File: src/rtl/isv_pkg.sv
package isv_pkg;

    localparam int DW     = 16;
    localparam int NSRC   = 6;
    localparam int AW     = 3;
    localparam int VEC_W  = $clog2(NSRC + 1);

    localparam int BUSY_BIT       = 12;
    localparam int RX_RDY_BIT     = 3;
    localparam int TX_RDY_BIT     = 4;
    localparam int DMA_RX_EN_BIT  = 15;
    localparam int DMA_TX_EN_BIT  = 7;
    localparam int TEST_FORCE_BIT = 11;

    localparam logic [DW-1:0] W1C_MASK   = 16'h0027;
    localparam logic [DW-1:0] STAT_STORE = 16'hEFFF;
    localparam logic [DW-1:0] DMA_KEEP   = 16'h8080;
    localparam logic [DW-1:0] TEST_KEEP  = 16'hF80F;
    localparam logic [DW-1:0] FORCE_SET  = 16'h003F;
    localparam logic [DW-1:0] RDY_BITS   = 16'h0018;

    typedef enum logic [AW-1:0] {
        OFF_ENABLE = 3'd0,
        OFF_STATUS = 3'd1,
        OFF_VECTOR = 3'd2,
        OFF_DMACFG = 3'd3,
        OFF_TEST   = 3'd4
    } reg_off_e;

    typedef struct packed {
        logic en_wr;
        logic stat_wr;
        logic dma_wr;
        logic test_wr;
        logic en_rd;
        logic stat_rd;
        logic vec_rd;
        logic dma_rd;
        logic test_rd;
        logic bad;
    } acc_t;

    // 1-based index of the lowest set bit, 0 when none is set
    function automatic logic [VEC_W-1:0] lowest_pending(input logic [NSRC-1:0] v);
        logic [VEC_W-1:0] r;
        r = '0;
        for (int i = NSRC - 1; i >= 0; i--) begin
            if (v[i]) r = VEC_W'(i + 1);
        end
        return r;
    endfunction

endpackage

File: src/rtl/isv_decode.sv
module isv_decode
    import isv_pkg::*;
#(
    parameter bit REV_NEWER = 1'b1
) (
    input  logic [AW-1:0] sel,
    input  logic          rd,
    input  logic          wr,
    output acc_t          acc
);

    always_comb begin
        acc = '0;
        case (sel)
            OFF_ENABLE: begin
                acc.en_wr = wr;
                acc.en_rd = rd;
            end
            OFF_STATUS: begin
                acc.stat_rd = rd;
                acc.stat_wr = wr && REV_NEWER;
            end
            OFF_VECTOR: begin
                if (REV_NEWER) acc.bad    = rd || wr;
                else           acc.vec_rd = rd;
            end
            OFF_DMACFG: begin
                acc.dma_wr = wr;
                acc.dma_rd = rd;
            end
            OFF_TEST: begin
                acc.test_wr = wr;
                acc.test_rd = rd;
            end
            default: acc.bad = rd || wr;
        endcase
    end

endmodule

File: src/rtl/isv_cfg.sv
module isv_cfg
    import isv_pkg::*;
#(
    parameter bit REV_NEWER = 1'b1
) (
    input  logic            clk,
    input  logic            rst,
    input  acc_t            acc,
    input  logic [DW-1:0]   wdata,
    output logic [NSRC-1:0] en_q,
    output logic [DW-1:0]   dma_q,
    output logic [DW-1:0]   test_q
);

    localparam int EN_BITS = REV_NEWER ? NSRC : NSRC - 1;
    localparam logic [NSRC-1:0] EN_KEEP = NSRC'((1 << EN_BITS) - 1);

    logic [NSRC-1:0] dma_strip;

    always_comb begin
        dma_strip = '1;
        if (wdata[DMA_RX_EN_BIT]) dma_strip[RX_RDY_BIT] = 1'b0;
        if (wdata[DMA_TX_EN_BIT]) dma_strip[TX_RDY_BIT] = 1'b0;
    end

    always_ff @(posedge clk) begin
        if (rst) begin
            en_q   <= '0;
            dma_q  <= '0;
            test_q <= '0;
        end else begin
            if (acc.en_wr)   en_q   <= wdata[NSRC-1:0] & EN_KEEP;
            if (acc.dma_wr) begin
                dma_q <= wdata & DMA_KEEP;
                en_q  <= en_q & dma_strip;
            end
            if (acc.test_wr) test_q <= wdata & TEST_KEEP;
        end
    end

    // turning on receive DMA drops the receive-ready enable
    a_r4_dma_masks_rx: assert property (@(posedge clk) disable iff (rst)
        acc.dma_wr && wdata[DMA_RX_EN_BIT] |=> !en_q[RX_RDY_BIT]);

    // turning on transmit DMA drops the transmit-ready enable
    a_r4_dma_masks_tx: assert property (@(posedge clk) disable iff (rst)
        acc.dma_wr && wdata[DMA_TX_EN_BIT] |=> !en_q[TX_RDY_BIT]);

endmodule

File: src/rtl/isv_status.sv
module isv_status
    import isv_pkg::*;
#(
    parameter bit REV_NEWER = 1'b1
) (
    input  logic             clk,
    input  logic             rst,
    input  acc_t             acc,
    input  logic [DW-1:0]    wdata,
    input  logic [DW-1:0]    flag_set,
    input  logic [DW-1:0]    flag_clr,
    input  logic [NSRC-1:0]  en_q,
    output logic [DW-1:0]    stat_q,
    output logic [VEC_W-1:0] vec
);

    logic [DW-1:0] vec_bit;
    logic [DW-1:0] clr_any;
    logic [DW-1:0] set_any;
    logic [DW-1:0] stat_nxt;

    assign vec     = lowest_pending(stat_q[NSRC-1:0] & en_q);
    assign vec_bit = (vec != '0) ? (DW'(1) << (vec - VEC_W'(1))) : '0;

    always_comb begin
        clr_any = flag_clr;
        if (acc.vec_rd)  clr_any = clr_any | vec_bit;
        if (acc.stat_wr) clr_any = clr_any | (wdata & W1C_MASK);
        set_any = flag_set;
        if (REV_NEWER && acc.test_wr && wdata[TEST_FORCE_BIT])
            set_any = set_any | FORCE_SET;
    end

    for (genvar b = 0; b < DW; b++) begin : g_flag
        if (STAT_STORE[b]) begin : g_kept
            assign stat_nxt[b] = (stat_q[b] & ~clr_any[b]) | set_any[b];
        end else begin : g_live
            assign stat_nxt[b] = 1'b0;
        end
    end

    always_ff @(posedge clk) begin
        if (rst) stat_q <= '0;
        else     stat_q <= stat_nxt;
    end

    // a vector read acknowledges the reported source
    a_r2_vec_clears: assert property (@(posedge clk) disable iff (rst)
        acc.vec_rd && (vec != '0) && ((flag_set & vec_bit) == '0)
        |=> ((stat_q & $past(vec_bit)) == '0));

    // a set pulse always lands
    a_r10_set_wins: assert property (@(posedge clk) disable iff (rst)
        ((flag_set & STAT_STORE) != '0)
        |=> ((stat_q & $past(flag_set & STAT_STORE)) == $past(flag_set & STAT_STORE)));

    // software cannot clear the ready flags in the newer model
    a_r6_ready_hold: assert property (@(posedge clk) disable iff (rst)
        REV_NEWER && ((flag_clr & RDY_BITS) == '0)
        |=> ((stat_q & $past(stat_q) & RDY_BITS) == ($past(stat_q) & RDY_BITS)));

endmodule

File: src/rtl/intr_status_unit.sv
module intr_status_unit
    import isv_pkg::*;
#(
    parameter bit REV_NEWER = 1'b1
) (
    input  logic          clk,
    input  logic          rst,
    input  logic [2:0]    reg_sel,
    input  logic          reg_wr,
    input  logic          reg_rd,
    input  logic [15:0]   reg_wdata,
    output logic [15:0]   reg_rdata,
    output logic          reg_err,
    input  logic [15:0]   flag_set,
    input  logic [15:0]   flag_clr,
    input  logic          bus_busy,
    output logic          irq,
    output logic          rx_dreq,
    output logic          tx_dreq
);

    acc_t             acc;
    logic [NSRC-1:0]  en_q;
    logic [DW-1:0]    dma_q;
    logic [DW-1:0]    test_q;
    logic [DW-1:0]    stat_q;
    logic [VEC_W-1:0] vec;
    logic [DW-1:0]    rd_val;
    logic [DW-1:0]    rdata_q;
    logic             err_q;

    isv_decode #(.REV_NEWER(REV_NEWER)) u_decode (
        .sel (reg_sel),
        .rd  (reg_rd),
        .wr  (reg_wr),
        .acc (acc)
    );

    isv_cfg #(.REV_NEWER(REV_NEWER)) u_cfg (
        .clk    (clk),
        .rst    (rst),
        .acc    (acc),
        .wdata  (reg_wdata),
        .en_q   (en_q),
        .dma_q  (dma_q),
        .test_q (test_q)
    );

    isv_status #(.REV_NEWER(REV_NEWER)) u_status (
        .clk      (clk),
        .rst      (rst),
        .acc      (acc),
        .wdata    (reg_wdata),
        .flag_set (flag_set),
        .flag_clr (flag_clr),
        .en_q     (en_q),
        .stat_q   (stat_q),
        .vec      (vec)
    );

    assign irq     = |(stat_q[NSRC-1:0] & en_q);
    assign rx_dreq = dma_q[DMA_RX_EN_BIT] & stat_q[RX_RDY_BIT];
    assign tx_dreq = dma_q[DMA_TX_EN_BIT] & stat_q[TX_RDY_BIT];

    always_comb begin
        rd_val = '0;
        if (acc.en_rd)   rd_val = DW'(en_q);
        if (acc.stat_rd) rd_val = stat_q | (DW'(bus_busy) << BUSY_BIT);
        if (acc.vec_rd)  rd_val = DW'(vec);
        if (acc.dma_rd)  rd_val = dma_q;
        if (acc.test_rd) rd_val = test_q;
    end

    always_ff @(posedge clk) begin
        if (rst) begin
            rdata_q <= '0;
            err_q   <= 1'b0;
        end else begin
            err_q <= acc.bad;
            if (reg_rd) rdata_q <= rd_val;
        end
    end

    assign reg_rdata = rdata_q;
    assign reg_err   = err_q;

    // an error pulse needs an access in the cycle before
    a_r11_err_needs_access: assert property (@(posedge clk) disable iff (rst)
        !(reg_rd || reg_wr) |=> !reg_err);

    // the vector offset is refused in the newer model
    a_r7_vector_refused: assert property (@(posedge clk) disable iff (rst)
        REV_NEWER && reg_rd && (reg_sel == 3'd2) |=> reg_err && (reg_rdata == '0));

    // a vector read never reports beyond the source count
    a_r2_vec_range: assert property (@(posedge clk) disable iff (rst)
        !REV_NEWER && reg_rd && (reg_sel == 3'd2) |=> (reg_rdata <= 16'(NSRC)));

endmodule

File: config.mk
export PLATFORM = sky130hd
export DESIGN_NAME = intr_status_unit
export DESIGN_NICKNAME = d
export VERILOG_FILES = /design/src/rtl/isv_pkg.sv /design/src/rtl/isv_decode.sv /design/src/rtl/isv_cfg.sv /design/src/rtl/isv_status.sv /design/src/rtl/intr_status_unit.sv
export SDC_FILE = /design/constraint.sdc
export NUM_CORES = 1
export LEC_CHECK = 0
export BUFFER_PORTS_ARGS = -buffer_cell sky130_fd_sc_hd__buf_2
export CAP_MARGIN = 40
export CORE_MARGIN = 10
export CORE_UTILIZATION = 55
export CTS_BUF_LIST = sky130_fd_sc_hd__clkbuf_8
export CTS_CLUSTER_SIZE = 14
export DETAILED_ROUTE_END_ITERATION = 10
export PLACE_DENSITY = 0.88
export SLEW_MARGIN = 30
export SYNTH_ARGS = -nofsm -noshare
export SYNTH_HDL_FRONTEND = slang
export SYNTH_SLANG_ARGS = --single-unit
export TNS_END_PERCENT = 50
File: constraint.sdc
create_clock -name clk -period 2.91 [get_ports clk]
set_clock_uncertainty 0.2 [all_clocks]
set_input_delay 0.291 -clock clk [delete_from_list [all_inputs] [get_ports clk]]
set_output_delay 0.291 -clock clk [all_outputs]
set_load 0.1 [all_outputs]
==> results_dict.tcl, run 1 <==
set metrics [dict create \
    syn_nets 299 \
    postCtsSetupRepairBufs 0 \
    slew_headroom_pct 47.6 \
    p_leak_nw 1.13 \
    worst_slew_pin_slew_ns 0.785 \
    synth_seq_cells 49 \
    dp_hpwl_um 3940 \
    wire_per_inst_um 14.8 \
    route.detailed.drc 0 \
    ys_types 35 \
    drive_gt1_share_pct 26.6 \
    synthCells 243 \
    multiInputGateArea_um2 941 \
    antenna_left 0 \
    min_period_ns 1.85 \
    avgSynthCellArea_um2 8.57 \
    yosys-top-cells-area "dfxtp_1 47%, a21oi_1 8.9%, nor2_1 5.0%, inv_1 4.3%, nand2_1 4.0%" \
    dr_total_vias 1885 \
    yosys_most_used_dff "dfxtp_1" \
    track_usage_pct 15.9 \
    ir_worst_vdd_uv 342 \
    maxCapViolCount 0 \
    die_h_um 81.5 \
    h-tree-depth 2 \
    rsz0062_at_grt "no" \
    start_util_pct 56.9 \
    hold_path_class "in2reg" \
    fin_util_pct 70.1 \
    fin_setup_tns_ns 0 \
    synth_edf_count 0 \
    drv_slew 0 \
    hold_viol 0 \
    clkLatencyLatePin_ns 0.29 \
    root_buffer "clkbuf_8" \
    yosys.area.top_type "dfxtp_1" \
    grt_pass1_wl_um 8630 \
    setup.worst_path.end_class "output port" \
    area_growth_pct 23.1 \
    cts.sinks 49 \
    max_freq_mhz 540 \
    yosysMostFrequentCell "dfxtp_1" \
    cts_buffers 5 \
    period_share_pct 63.6 \
    synthTopCellsByCount "49 x dfxtp_1, 37 x a21oi_1, 28 x nor2_1, 24 x inv_1, 22 x nand2_1" \
    firstDrtPassIters 4 \
    gp_congestion 0.889 \
    die-area_um2 6650 \
    wl_um 5340 \
    pin_count 76 \
    nNetsFinal 367 \
    diodes 0 \
    critical_path_arrival_ns 1.36 \
    ys_seq_area_share_pct 47.1 \
    vias_per_cell 5.24 \
    netlist_area_um2 2080 \
    clock_path_buffers 2 \
    synth_top_area_share_pct 47.1 \
    outcome "completed" \
    regArea_um2 981 \
    startpoint_type "flip-flop" \
    cp_max_fo 4 \
    synthArstFlopShare_pct 0 \
    grt_pass1_vias 1888 \
    portBuffers 69 \
    num-fill-cells 308 \
    antenna_found_initial 0 \
    required_ns 2.42 \
    core_um2 3660 \
    setup_viol 0 \
    fp-row-count 22 \
    die_w_um 81.5 \
    grt_start_max_net_pins 36 \
    grt.overflow.total 0 \
    worstSetupPathType "reg2out" \
    pwr_density_cell_nw_per_um2 492 \
    yosys_warnings 0 \
    tritoncts "done" \
    path_clk_slew_ns 0.08 \
    dr.first_iter.drc_count 127 \
]
## power breakdown
part | leakage [nW] | switching [W] | internal, W
Combinational | 0.674 | 0.000120 | 0.0000648
Clock | 0.0519 | 0.000204 | 0.000161
Sequential | 0.401 | 0.0000169 | 0.000695
## per-layer routing
layer	wire, um	up-vias	part of all wire (%)	track usage (%)
li1	-	969	-	-
met5	0	-	0	0
met3	593	4	11	6.11
met1	2140	841	40	18.1
met4	42	0	0.79	4.33
met2	2560	71	48	27.3
## state kept, by name (all words and copies together), names as in the netlist
register	cells
reg_err	1
reg_rdata	16
u_cfg.dma_q	2
u_cfg.en_q	6
u_cfg.test_q	9
u_status.stat_q	15
## cell type report
type,count,area share [%]
multi-input combinational,155,36.7
clock inverter,3,0.439
clock buffer,5,2.68
timing repair buffer,76,16.1
tap,48,2.34
sequential,49,38.2
inverter,24,3.51
## logic make-up after synthesis
logic type,Yosys count,share of synthesized area (%)
simple gates,81,20.8
buf+inv,39,7.75
mux,10,4.93
flops,49,47.1
compound gates,64,19.4
## metrics by stage
stage / cells / hold slack (ns) / cell area [um^2] / total power [W] / setup WS [ns]
global route: 360 / 0.00184 / 2560 / 0.00132 / 1.00
detailed placement: 346 / 0.244 / 2420 / 0.000905 / 0.996
CTS: 360 / 0.00348 / 2560 / 0.00127 / 1.07
floorplan: 243 / 0.208 / 2080 / 0.000845 / 1.19
finish: 360 / 0.00685 / 2560 / 0.00126 / 1.06
global placement: 346 / 0.239 / 2420 / 0.000901 / 1.05
## critical path, cell delays in order, from the launching register on
cell	delay, ns
dfxtp_1	0.44
a22oi_1	0.09
nand3_1	0.11
buf_2	0.43
## final timing paths
check | startpoint | end | slack (ns) | cells after the start
worst min-delay path | flag_set[7] | u_status.stat_q[7] | 0.007 | 3
worst min register to register | u_cfg.test_q[3] | u_cfg.test_q[3] | 0.25 | 2
worst max-delay path | u_status.stat_q[3] | irq | 1.06 | 3
worst max register to register | u_cfg.dma_q[15] | reg_rdata[15] | 1.74 | 3
## cells in the final DEF, fill, tap and decap left out, types with 3 or more instances in the layout
master / instances
a211o_1: 3
nor2b_1: 12
o32ai_1: 4
a32oi_1: 4
nand3_1: 3
nor2_1: 28
buf_2: 69
nand2_1: 22
mux2i_1: 8
dlygate4sd3_1: 6
inv_1: 27
a311oi_1: 4
dfxtp_1: 49
a22oi_1: 7
clkbuf_8: 5
a21oi_1: 37
## repair_timing
item	in CTS	in global routing
endpoints found under the hold margin	6	0
gates resized for setup	0	0
hold buffers	6	0
Note: power is estimated with default switching activity, not from simulation.
==> run 2: changes to the inputs <==
--- a/config.mk
+++ b/config.mk
@@ -8,11 +8,11 @@
 export BUFFER_PORTS_ARGS = -buffer_cell sky130_fd_sc_hd__buf_2
 export CAP_MARGIN = 40
 export CORE_MARGIN = 10
-export CORE_UTILIZATION = 55
+export CORE_UTILIZATION = 46
 export CTS_BUF_LIST = sky130_fd_sc_hd__clkbuf_8
 export CTS_CLUSTER_SIZE = 14
 export DETAILED_ROUTE_END_ITERATION = 10
-export PLACE_DENSITY = 0.88
+export PLACE_DENSITY = 0.78
 export SLEW_MARGIN = 30
 export SYNTH_ARGS = -nofsm -noshare
 export SYNTH_HDL_FRONTEND = slang
==> constraint.sdc (replaced) <==
create_clock -name clk -period 1.7 [get_ports clk]
set_clock_uncertainty 0.2 [all_clocks]
set_input_delay 0.17 -clock clk [delete_from_list [all_inputs] [get_ports clk]]
set_output_delay 0.17 -clock clk [all_outputs]
set_load 0.1 [all_outputs]
==> run 2 against run 1 <==
Combinational power up 130%; sequential share of layout area down 6.4 points; global-route usage up 0.79 points; clock power up 140%; non-clock buffer count up 44; clock-buffer cell count up 1; critical path type is now in2reg; sequential power up 71%; the run now ends with setup timing left; sequential cell count unchanged; largest cell class unchanged.
==> results_dict.tcl, run 2 (synthesized netlist as in run 1, its figures left out) <==
set metrics [dict create \
    outcome "finished with violations" \
    violations "setup timing" \
    dp_hpwl_um 4230 \
    globalRouteMet1Util_pct 19.3 \
    maxCapViolCount 0 \
    dr_total_vias 2141 \
    die-area_um2 7620 \
    route.detailed.drc 0 \
    gp_congestion 0.841 \
    p_sw_share_pct 26.0 \
    cts.sinks 49 \
    hp-start "flag_clr[3]" \
    drive_gt1_share_pct 27.0 \
    wl_um 6600 \
    die_h_um 87.3 \
    whs_endpoint "u_status.stat_q[3]" \
    path_clk_slew_ns 0.09 \
    worstReg2RegEnd "u_status.stat_q[5]" \
    setup.worst_path.end_class "flip-flop" \
    holdWs_ns 0.0218 \
    p_clk_share_pct 34.5 \
    pin_count 76 \
    grt_pass1_wl_um 10300 \
    fin_setup_tns_ns -0.00195 \
    hold_viol 0 \
    grt.overflow.total 0 \
    top_usage_layer "met2" \
    startpoint_type "input port" \
    switchingPower_w 0.000649 \
    ir_worst_vdd_uv 620 \
    root_buffer "clkbuf_8" \
    ff2ff_setup_slack_ns 0.09 \
    reg2regPathDepth 4 \
    h-tree-depth 2 \
    p_leak_nw 1.35 \
    mostFrequentLayoutCell "buf_2" \
    grt_pass1_vias 2139 \
    setup_viol 1 \
    worst_slew_pin_slew_ns 0.498 \
    power.total_w 0.00250 \
    largest_register_ffs 16 \
    grtUsageMet3_pct 6.37 \
    start_util_pct 47.5 \
    pwr-share-comb_pct 16.7 \
    max_freq_mhz 588 \
    rsz0062_at_grt "yes" \
    core_um2 4380 \
    grt_start_max_net_pins 21 \
    clkLatencyLatePin_ns 0.30 \
    cp-startpoint "flag_clr[1]" \
    vias_per_cell 5.25 \
    dr.first_iter.drc_count 121 \
    clock_path_buffers 2 \
    most-common-layout-cells "65 x buf_2, 48 x dfxtp_1, 42 x dlygate4sd3_1" \
    critical_path_arrival_ns 1.75 \
    fin_util_pct 70.3 \
    internal_power_w 0.00185 \
    wire_per_inst_um 16.2 \
    required_ns 1.75 \
    reg2reg_from "u_status.stat_q[5]" \
    die_w_um 87.3 \
    timing.final.ws_setup_ns -0.00195 \
    worstSetupPathType "in2reg" \
    hold_path_class "in2reg" \
    drv_slew 0 \
    portBuffers 69 \
    min_period_ns 1.70 \
    nNetsFinal 411 \
    antenna_found_initial 0 \
    cts_buffers 5 \
    pwr_density_cell_nw_per_um2 811 \
    diodes 0 \
    tritoncts "done" \
    largestRegisters "reg_rdata (16), u_status.stat_q (15), u_cfg.test_q (9)" \
    min_path_cells 4 \
    slew_headroom_pct 67.0 \
    antenna_left 0 \
    pwr-share-seq_pct 48.8 \
    largest-register "reg_rdata" \
    area_growth_pct 47.9 \
    fp-row-count 24 \
    met2_usage_pct 28.3 \
    track_usage_pct 16.7 \
    cp_max_fo 1 \
    period_share_pct 100 \
    firstDrtPassIters 4 \
]
[run 2: cell types whose count changed in the layout (fill, tap and decap cells not counted), sizes merged]
| cell | previous run | this run |
|---|---|---|
| dlygate4sd3 | 6 | 42 |
| buf | 70 | 75 |
| clkbuf | 5 | 9 |
| inv | 27 | 25 |
| bufinv | 0 | 1 |
[run 2: worst max path at each step]
stage | end | slack (ns) | depth (start not counted)
CTS | rx_dreq | 0.0006 | 2
detailed placement | u_cfg.en_q[5] | 0.17 | 5
global route | u_status.stat_q[1] | -0.03 | 5
finish | u_status.stat_q[1] | -0.002 | 5
floorplan | irq | 0.1 | 2
global placement | u_cfg.en_q[5] | 0.20 | 5
[run 2: cell type report]
cell class | count | area, um^2
clock buffer | 6 | 82.6
sequential | 49 | 982
multi-input combinational | 155 | 960
clock inverter | 2 | 33.8
tap | 52 | 65.1
inverter | 24 | 90.1
timing repair buffer | 120 | 868
fill | 356 | 1300
[run 2: repair_timing]
item,CTS,global route
hold endpoints to repair,33,0
buffers inserted,0,0
endpoints found under the setup margin,0,5
hold buffers,43,0
gates resized for setup,0,8
[run 2: layer usage]
metal / routed length [um] / share of wire, %
met5: 0 / 0
met4: 102 / 1.5
met3: 525 / 8.0
met2: 3190 / 48
met1: 2780 / 42
[run 2: worst max-delay path, cell delays in order]
cell           delay [ns]
dlygate4sd3_1        0.54
buf_2                0.12
a211o_1              0.25
dlygate4sd3_1        0.56
a21oi_2              0.11
[run 2: power groups by stage]
stage | combinational [W] | clock [W] | sequential, W
finish | 0.000418 | 0.000863 | 0.00122
global route | 0.000449 | 0.000929 | 0.00122
CTS | 0.000405 | 0.000882 | 0.00122
detailed placement | 0.000323 | 0 | 0.00124
global placement | 0.000318 | 0 | 0.00124
floorplan | 0.000140 | 0 | 0.00131
[run 2: per-stage QoR]
stage	setup slack, ns	area (um^2)	std cells
floorplan	0.0970	2080	243
global placement	0.197	2520	358
detailed placement	0.173	2520	358
CTS	0.000583	3060	409
global route	-0.0321	3080	408
finish	-0.00195	3080	408
==> run 3: changes to the inputs <==
--- a/config.mk
+++ b/config.mk
@@ -8,11 +8,11 @@
 export BUFFER_PORTS_ARGS = -buffer_cell sky130_fd_sc_hd__buf_2
 export CAP_MARGIN = 40
 export CORE_MARGIN = 10
-export CORE_UTILIZATION = 46
+export CORE_UTILIZATION = 45
 export CTS_BUF_LIST = sky130_fd_sc_hd__clkbuf_8
 export CTS_CLUSTER_SIZE = 14
 export DETAILED_ROUTE_END_ITERATION = 10
-export PLACE_DENSITY = 0.78
+export PLACE_DENSITY = 0.77
 export SLEW_MARGIN = 30
 export SYNTH_ARGS = -nofsm -noshare
 export SYNTH_HDL_FRONTEND = slang
==> run 3 against run 2 <==
The run now ends clean; largest cell class unchanged; critical path type unchanged; core utilization shrank 1.5 points; power decreased by 8.2%; global-route usage fell by 0.73 points.
==> results_dict.tcl, run 3 (synthesized netlist as in run 1, its figures left out) <==
set metrics [dict create \
    outcome "completed" \
    grt_start_max_net_pins 27 \
    gp_congestion 0.803 \
    wire_per_inst_um 15.1 \
    die-area_um2 7750 \
    die_h_um 88.0 \
    portBuffers 69 \
    start_util_pct 47.2 \
    worstReg2RegEnd "u_status.stat_q[6]" \
    max_freq_mhz 614 \
    min_path_cells 4 \
    cpMaxStageDelayCell "dlygate4sd3_1" \
    dr_total_vias 2122 \
    ir_worst_vdd_uv 551 \
    root_buffer "clkbuf_8" \
    nNetsFinal 411 \
    period_share_pct 95.9 \
    firstDrtPassIters 4 \
    largestRegisters "reg_rdata (16), u_status.stat_q (15), u_cfg.test_q (9)" \
    route.detailed.drc 0 \
    crit_family "buffers and inverters" \
    h-tree-depth 2 \
    ff2ff_setup_slack_ns 0.33 \
    dr.first_iter.drc_count 111 \
    startpoint_type "input port" \
    pin_count 76 \
    num-fill-cells 353 \
    regArea_um2 981 \
    dp_hpwl_um 4240 \
    required_ns 1.72 \
    hp-start "flag_clr[4]" \
    whs_endpoint "u_status.stat_q[4]" \
    setup_viol 0 \
    clock_path_buffers 2 \
    p_leak_nw 1.33 \
    grt_pass1_wl_um 10100 \
    fp-row-count 24 \
    mostFrequentLayoutCell "buf_2" \
    path_depth 6 \
    hold_path_class "in2reg" \
    drive_gt1_share_pct 26.5 \
    track_usage_pct 16.0 \
    clkLatencyLatePin_ns 0.29 \
    critical_path_arrival_ns 1.65 \
    largest-register "reg_rdata" \
    maxCapViolCount 0 \
    path_clk_slew_ns 0.08 \
    power.total_w 0.00229 \
    most-common-layout-cells "66 x buf_2, 49 x dfxtp_1, 40 x dlygate4sd3_1" \
    critPathBufInv 3 \
    pwr_density_cell_nw_per_um2 756 \
    tritoncts "done" \
    setup.worst_path.end_class "flip-flop" \
    postCtsSetupRepairBufs 0 \
    grt.overflow.total 0 \
    antenna_found_initial 0 \
    slew_headroom_pct 67.0 \
    rsz0062_at_grt "no" \
    worst_slew_pin_slew_ns 0.498 \
    area_growth_pct 45.7 \
    cp_max_fo 6 \
    largest_register_ffs 16 \
    antenna_left 0 \
    cts.sinks 49 \
    min_period_ns 1.63 \
    multiInputGateArea_um2 950 \
    cts_buffers 5 \
    cpPeakStageDelay_ns 0.54 \
    cp_cell_sequence "dlygate4sd3_1 -> buf_2 -> nor4bb_4 -> buf_4 -> a211o_1 -> a21oi_1" \
    die_w_um 88.0 \
    hold_viol 0 \
    wl_um 6170 \
    reg2regPathDepth 3 \
    grt_pass1_vias 2181 \
    reg2reg_from "u_status.stat_q[6]" \
    core_um2 4410 \
    worstSetupPathType "in2reg" \
    fin_setup_tns_ns 0 \
    drv_slew 0 \
    vias_per_cell 5.20 \
]
-- run 3: cell type report --
| cell class | instances | share of cell area [%] |
|---|---|---|
| Antenna cell | 1 | 0.0824 |
| Clock buffer | 6 | 2.72 |
| Clock inverter | 1 | 0.124 |
| Inverter | 24 | 2.97 |
| Multi-Input combinational cell | 155 | 31.3 |
| Sequential cell | 49 | 32.3 |
| Tap cell | 52 | 2.14 |
| Timing Repair Buffer | 120 | 28.4 |
-- run 3: worst max-delay path by stage --
stage / slack (ns) / from / endpoint
floorplan: 0.1 / u_status.stat_q[4] / irq
global placement: 0.22 / reg_sel[1] / u_status.stat_q[4]
detailed placement: 0.17 / reg_sel[1] / u_status.stat_q[3]
CTS: 0.04 / u_status.stat_q[4] / tx_dreq
global route: 0.002 / reg_wr / u_status.stat_q[3]
finish: 0.07 / reg_wr / u_status.stat_q[0]
-- run 3: report_power, final --
part,leakage [nW],internal (W),total [W],switching [W]
clock network,0.0485,0.000317,0.000668,0.000351
logic,0.882,0.000182,0.000407,0.000225
registers,0.401,0.00119,0.00122,0.0000296
-- run 3: timing repair --
action | CTS | global route
resized for setup | 0 | 2
hold endpoints to repair | 32 | 0
hold buffers | 40 | 0
endpoints found under the setup margin | 0 | 3
-- run 3: worst min-delay path, delay by kind of cell --
family	cells	cell delay, ns
compound gates	2	0.18
buf+inv	2	0.14
-- run 3: per-layer routing --
layer | wire (um) | global-route usage [%]
met5 | 0 | 0
met4 | 62 | 4.85
met3 | 573 | 6.50
met2 | 3010 | 26.4
met1 | 2530 | 18.6
-- run 3: through the flow --
step / setup WS, ns / hold WS, ns / instances / cell area (um^2) / util, %
after global routing: 0.00212 / 0.0218 / 407 / 3030 / 68.7
after detailed placement: 0.168 / 0.181 / 360 / 2530 / 57.4
final: 0.0701 / 0.0321 / 408 / 3040 / 68.8
after floorplan: 0.0970 / 0.0874 / 243 / 2080 / -
after CTS: 0.0386 / 0.0236 / 407 / 3020 / 68.5
after global placement: 0.220 / 0.173 / 360 / 2530 / 57.4
